[src/rtl/alu16_pkg.sv]
package alu16_pkg;

    localparam int OPW = 4;

    typedef enum logic [OPW-1:0] {
        OP_ADD = 4'b0101,
        OP_SUB = 4'b0110,
        OP_AND = 4'b0111,
        OP_OR  = 4'b1000,
        OP_NOT = 4'b1001,
        OP_SHL = 4'b1010,
        OP_SHR = 4'b1011,
        OP_CMP = 4'b1100
    } alu_op_e;

    typedef struct packed {
        logic c;
        logic n;
        logic z;
        logic v;
    } alu_flags_t;

    localparam alu_flags_t FLAGS_CLEAR = '{c: 1'b0, n: 1'b0, z: 1'b0, v: 1'b0};

    typedef enum logic [1:0] {
        SRC_NONE  = 2'd0,
        SRC_ARITH = 2'd1,
        SRC_BITS  = 2'd2
    } res_src_e;

    function automatic logic is_arith(input logic [OPW-1:0] code);
        return (code == OP_ADD) || (code == OP_SUB) || (code == OP_CMP);
    endfunction

    function automatic logic is_bitop(input logic [OPW-1:0] code);
        return (code >= OP_AND) && (code <= OP_SHR);
    endfunction

    function automatic logic writes_dest(input logic [OPW-1:0] code);
        return (code >= OP_ADD) && (code <= OP_SHR);
    endfunction

    function automatic res_src_e pick_source(input logic [OPW-1:0] code);
        if (is_arith(code))      return SRC_ARITH;
        else if (is_bitop(code)) return SRC_BITS;
        else                     return SRC_NONE;
    endfunction

endpackage

[src/rtl/alu16_addsub.sv]
module alu16_addsub
    import alu16_pkg::*;
#(
    parameter int W = 16
) (
    input  logic [W-1:0] a,
    input  logic [W-1:0] b,
    input  logic         sub,
    output logic [W-1:0] sum,
    output alu_flags_t   fl
);
    localparam int MSB = W - 1;

    logic [W-1:0] b_eff;
    logic [W:0]   wide;

    always_comb begin
        b_eff = sub ? ~b : b;
        wide  = {1'b0, a} + {1'b0, b_eff} + {{W{1'b0}}, sub};
        sum   = wide[W-1:0];
        fl.c  = wide[W];
        fl.n  = wide[MSB];
        fl.z  = (wide[W-1:0] == '0);
        fl.v  = (a[MSB] == b_eff[MSB]) && (wide[MSB] != a[MSB]);
    end


    always_comb begin
        add_ovf_sign_chk: assert (sub || !fl.v || (a[MSB] == b[MSB]));
    end


    always_comb begin
        sub_ovf_sign_chk: assert (!sub || !fl.v || (a[MSB] != b[MSB]));
    end

endmodule

[src/rtl/alu16_bitops.sv]
module alu16_bitops
    import alu16_pkg::*;
#(
    parameter int W  = 16,
    parameter int SW = 4
) (
    input  logic [OPW-1:0] op,
    input  logic [W-1:0]   a,
    input  logic [W-1:0]   b,
    input  logic [SW-1:0]  sh,
    output logic [W-1:0]   res
);
    localparam int MSB = W - 1;

    logic [W-1:0] shl_v;
    logic [W-1:0] shr_v;

    always_comb begin
        shl_v = a << sh;
        shr_v = W'($signed(a) >>> sh);
        unique case (op)
            OP_AND:  res = a & b;
            OP_OR:   res = a | b;
            OP_NOT:  res = ~a;
            OP_SHL:  res = shl_v;
            OP_SHR:  res = shr_v;
            default: res = '0;
        endcase
    end


    always_comb begin
        shr_sign_keep_chk: assert (op != OP_SHR || res[MSB] == a[MSB]);
    end


    always_comb begin
        shl_low_zero_chk: assert (op != OP_SHL || sh == '0 || res[0] == 1'b0);
    end

endmodule

[src/rtl/alu16_flagreg.sv]
module alu16_flagreg
    import alu16_pkg::*;
(
    input  logic       clk,
    input  logic       rst,
    input  logic       upd,
    input  alu_flags_t nxt,
    output alu_flags_t q
);
    always_ff @(posedge clk) begin
        if (rst)      q <= FLAGS_CLEAR;
        else if (upd) q <= nxt;
    end


    flag_hold_chk: assert property (@(posedge clk) disable iff (rst)
        !upd |=> $stable(q));


    flag_load_chk: assert property (@(posedge clk) disable iff (rst)
        upd |=> (q == $past(nxt)));

endmodule

[src/rtl/alu16_core.sv]
module alu16_core
    import alu16_pkg::*;
#(
    parameter int W  = 16,
    parameter int SW = 4
) (
    input  logic          clk,
    input  logic          rst,
    input  logic [3:0]    op,
    input  logic [W-1:0]  src_a,
    input  logic [W-1:0]  src_b,
    input  logic [SW-1:0] shamt,
    input  logic          flag_en,
    output logic [W-1:0]  result,
    output logic          wr_en,
    output logic          flag_c,
    output logic          flag_n,
    output logic          flag_z,
    output logic          flag_v
);
    logic [W-1:0] arith_res;
    logic [W-1:0] bits_res;
    alu_flags_t   arith_fl;
    alu_flags_t   flags_q;
    logic         do_sub;
    logic         flag_upd;
    res_src_e     src_sel;

    assign do_sub   = (op == OP_SUB) || (op == OP_CMP);
    assign flag_upd = flag_en && is_arith(op);
    assign src_sel  = pick_source(op);

    alu16_addsub #(.W(W)) u_addsub (
        .a   (src_a),
        .b   (src_b),
        .sub (do_sub),
        .sum (arith_res),
        .fl  (arith_fl)
    );

    alu16_bitops #(.W(W), .SW(SW)) u_bits (
        .op  (op),
        .a   (src_a),
        .b   (src_b),
        .sh  (shamt),
        .res (bits_res)
    );

    alu16_flagreg u_flags (
        .clk (clk),
        .rst (rst),
        .upd (flag_upd),
        .nxt (arith_fl),
        .q   (flags_q)
    );

    always_comb begin
        case (src_sel)
            SRC_ARITH: result = arith_res;
            SRC_BITS:  result = bits_res;
            default:   result = '0;
        endcase
        wr_en = writes_dest(op);
    end

    assign flag_c = flags_q.c;
    assign flag_n = flags_q.n;
    assign flag_z = flags_q.z;
    assign flag_v = flags_q.v;


    cmp_no_write_chk: assert property (@(posedge clk) disable iff (rst)
        (op == OP_CMP) |-> !wr_en);


    zero_flag_chk: assert property (@(posedge clk) disable iff (rst)
        (flag_en && is_arith(op)) |=> (flag_z == ($past(result) == '0)));


    logic_keeps_flags_chk: assert property (@(posedge clk) disable iff (rst)
        (!flag_en || !is_arith(op)) |=> ($stable(flag_c) && $stable(flag_v)));

endmodule

[config.mk]
export PLATFORM = sky130hd
export DESIGN_NAME = alu16_core
export DESIGN_NICKNAME = d
export VERILOG_FILES = /design/src/rtl/alu16_pkg.sv /design/src/rtl/alu16_addsub.sv /design/src/rtl/alu16_bitops.sv /design/src/rtl/alu16_flagreg.sv /design/src/rtl/alu16_core.sv
export SDC_FILE = /design/constraint.sdc
export NUM_CORES = 1
export LEC_CHECK = 0
export ABC_CLOCK_PERIOD_IN_PS = 6300
export CORE_AREA = 2 2 80 97
export DETAILED_ROUTE_END_ITERATION = 7
export DIE_AREA = 0 0 82 99
export GPL_TIMING_DRIVEN = 0
export PLACE_DENSITY = 0.7
export SLEW_MARGIN = 20
export SYNTH_ARGS = -nofsm -noshare
export SYNTH_HDL_FRONTEND = slang
export SYNTH_SLANG_ARGS = --single-unit
export TNS_END_PERCENT = 10
[constraint.sdc]
create_clock -name clk -period 6.3 [get_ports clk]
set_input_delay 0.945 -clock clk [delete_from_list [all_inputs] [get_ports clk]]
set_output_delay 0.945 -clock clk [all_outputs]
set_load 0.01 [all_outputs]
==> flow_summary.json <==
{
  "status": "complete, no violations",
  "combPwrFrac": 0.837,
  "reg2reg_from": "u_flags.q[3]",
  "ys_ff_latch": 4,
  "p_clk_frac": 0.109,
  "worst_pin_slew_ps": 894.5,
  "viasPerCell": 6.417,
  "die_y_um": 99,
  "fmax_mhz": 165.2,
  "numCtsBuffers": 3,
  "grt_pass1_vias": 3726,
  "pwr-share-seq": 0.055,
  "grt_max_degree": 16,
  "rsz0062_at_grt": "no",
  "dr.pass1.iters": 5,
  "hpwl_um": 10060,
  "tns_ps": 0,
  "p_leak_uw": 0.001499,
  "worst-path-buf-inv": 3,
  "antennaDiodeCount": 0,
  "core_area_um2": 7147,
  "finClkSkew_ps": 0,
  "final_cells": 611,
  "power.share.switching": 0.4972,
  "setup_violations": 0,
  "slew_violations": 0,
  "power-per-cell-area_nw_per_um2": 126.2,
  "cp_top_family": "compound AO/OA/AOI/OAI gates",
  "pre_cts_slack_ps": -116.9,
  "grt_pass1_wl_um": 19180,
  "max-cap-violations": 0,
  "worstHoldPathCells": 2,
  "syn_area_per_cell_um2": 6.913,
  "worstHoldPathType": "reg2reg",
  "syn2layout_area_growth_pct": 23.74,
  "arrival_ps": 5110,
  "cp-start-kind": "input pin",
  "ir_worst_vdd_uv": 149.7,
  "clk_pin_slew_worst_paths_ps": 30,
  "nNetsFinal": 586,
  "initial_core_util": 0.4440,
  "worstRegToRegCells": 2,
  "overflow": 0,
  "synth-edff-count": 0,
  "hold_path_end": "u_flags.q[0]",
  "end_kind": "output pin",
  "wl_per_cell_um": 19.91,
  "crit_chain": "clkdlybuf4s50_1, and2b_1, nand2_2, xnor2_1, ha_1, buf_6, a21oi_1, o21a_1, o21ai_1, a31oi_1, o21ai_0, xnor2_1, o221ai_1, clkdlybuf4s50_1",
  "track_usage": 0.3041,
  "netlist_area_um2": 3173,
  "fp.dieW_um": 82,
  "finalCriticalPeriod_ps": 6054,
  "ff2ff_setup_slack_ps": 5650,
  "insertion_delay_ps": 220,
  "drive_gt1_frac": 0.07869,
  "clockRootBuffer": "clkbuf_8",
  "synth_cell_type_count": 67,
  "maxSlewHeadroom": 0.4010,
  "slowest_stage": "clkdlybuf4s50_1",
  "largest_register": "u_flags.q",
  "portBuffers": 60,
  "h-tree-depth": 1,
  "ios": 64,
  "route.detailed.drc": 0,
  "netSwitchingPower_uw": 246.3,
  "totalWireLength_um": 12160,
  "slowest_delay_ps": 620,
  "largest_registers": "u_flags.q (4)",
  "dpl.cell_count": 609,
  "ys_seq_area_frac": 0.02524,
  "synthArstFlopShare": 0,
  "syn_nets": 522,
  "synthFlopType": "dfxtp_1",
  "tritoncts": "built",
  "postRouteAntennaNets": 0,
  "synthCells": 459,
  "clock_path_buffers": 2,
  "dieArea_um2": 8118,
  "vias": 3921,
  "fin_crit_sh": 0.9610,
  "ys_warn_count": 0,
  "antenna_found_initial": 0,
  "critical_path_required_ps": 5350,
  "report.final.hold_viol_count": 0,
  "cts_sinks": 4,
  "worst_hold_slack_ps": 448.0,
  "largest_reg_flops": 4,
  "crit_type": "in2out",
  "rows": 34,
  "finalWorstSetupSlack_ps": 245.9,
  "worstHoldStart": "u_flags.q[0]",
  "drtIter0Drc": 426,
  "intPower_uw": 249.0,
  "r2r_end": "u_flags.q[3]",
  "place_congestion": 1.021,
  "cts_hold_buf": 0,
  "critPathMaxFanout": 15
}
==> placed cells by master (no fill, tap or decap), drive strengths merged, types with 11 or more instances in the layout <==
cell type       n
buf            16
o211ai         11
ha             19
a21oi          62
clkdlybuf4s50  60
inv            12
clkbuf         18
nor3           14
nand2          26
nor2           57
xnor2          22
mux2i          31
nand2b         11
o21ai          41
==> cell type report <==
type / instances / area (um2)
Timing Repair Buffer: 60 / 600.6
Fill cell: 736 / 3221
Buffer: 31 / 151.4
Inverter: 12 / 45.04
Clock buffer: 3 / 41.29
Sequential cell: 4 / 80.08
Multi-Input combinational cell: 411 / 2895
Tap cell: 90 / 112.6
==> repair_timing <==
action                                  4_1_cts  5_1_grt
resized for setup                             1        0
buffers inserted                              0        0
endpoints found under the setup margin        1        0
==> cells by family after synthesis <==
family                     Yosys count  share of synthesized area
AOI/OAI and AO/OA                  178                     0.3746
and+or+nand+nor                    141                     0.2161
buffers and inverters               44                    0.06309
muxes                               42                     0.1510
xor gates and xnor gates            30                    0.08872
adders and majority gates           20                    0.08123
DFF                                  4                    0.02524
==> synthesized netlist by cell type (3+ instances only) <==
cell,n,area share
mux2i_1,31,0.098
a221o_1,4,0.013
nor3_1,14,0.022
a21oi_1,61,0.096
o22ai_1,3,0.0059
o2111ai_1,3,0.0083
a21o_1,6,0.014
xnor2_1,22,0.061
buf_2,10,0.016
and3_1,3,0.0059
a22oi_1,5,0.012
o211ai_1,10,0.024
nor2_1,57,0.067
o21ai_0,39,0.062
mux2_2,6,0.021
a221oi_1,6,0.017
buf_6,3,0.011
o21a_1,5,0.012
a211oi_1,7,0.017
dfxtp_1,4,0.025
o221ai_1,3,0.0083
inv_1,11,0.013
or3_1,3,0.0059
nand3_1,4,0.0063
nand3b_1,4,0.0095
nand2_1,26,0.031
mux4_2,4,0.028
ha_1,19,0.075
nand2b_1,11,0.022
nor3b_1,3,0.0071
buf_1,3,0.0035
xor2_1,7,0.019
clkbuf_1,16,0.019
==> power groups by stage <==
stage               logic (uW)  registers [uW]  clock network [uW]
floorplan                  262            27.9                   0
global placement           404            27.4                   0
detailed placement         406            27.4                   0
CTS                        409            27.1                54.8
global route               450            27.2                56.9
finish                     414            27.1                53.9
==> how the worst max path moves through the flow <==
stage	start	to	slack [ps]	cells past startpoint
floorplan	op[3]	result[14]	1470	13
global placement	op[2]	result[11]	-50	15
detailed placement	op[2]	result[11]	-120	15
CTS	op[2]	result[11]	240	14
global route	op[2]	result[11]	0.8	14
finish	op[2]	result[11]	250	14
==> tightest hold or removal path: stages (launching register included) <==
cell     delay (ps)
dfxtp_1         300
nand2_1          50
a21oi_1          50
==> through the flow <==
stage,power [uW],area [um2],utilization
floorplan,289.6,3173,-
global placement,431.1,3886,0.5438
detailed placement,433.9,3886,0.5438
CTS,490.8,3926,0.5494
global route,533.7,3926,0.5494
finish,495.3,3926,0.5494
==> per-layer routing <==
metal,part of all wire,global-route usage,vias up
met5,0,0,-
met4,0.066,0.1603,0
met3,0.070,0.02930,56
met2,0.47,0.4984,203
met1,0.40,0.3860,1807
li1,-,-,1855
Power figures use the tool's default switching activity.
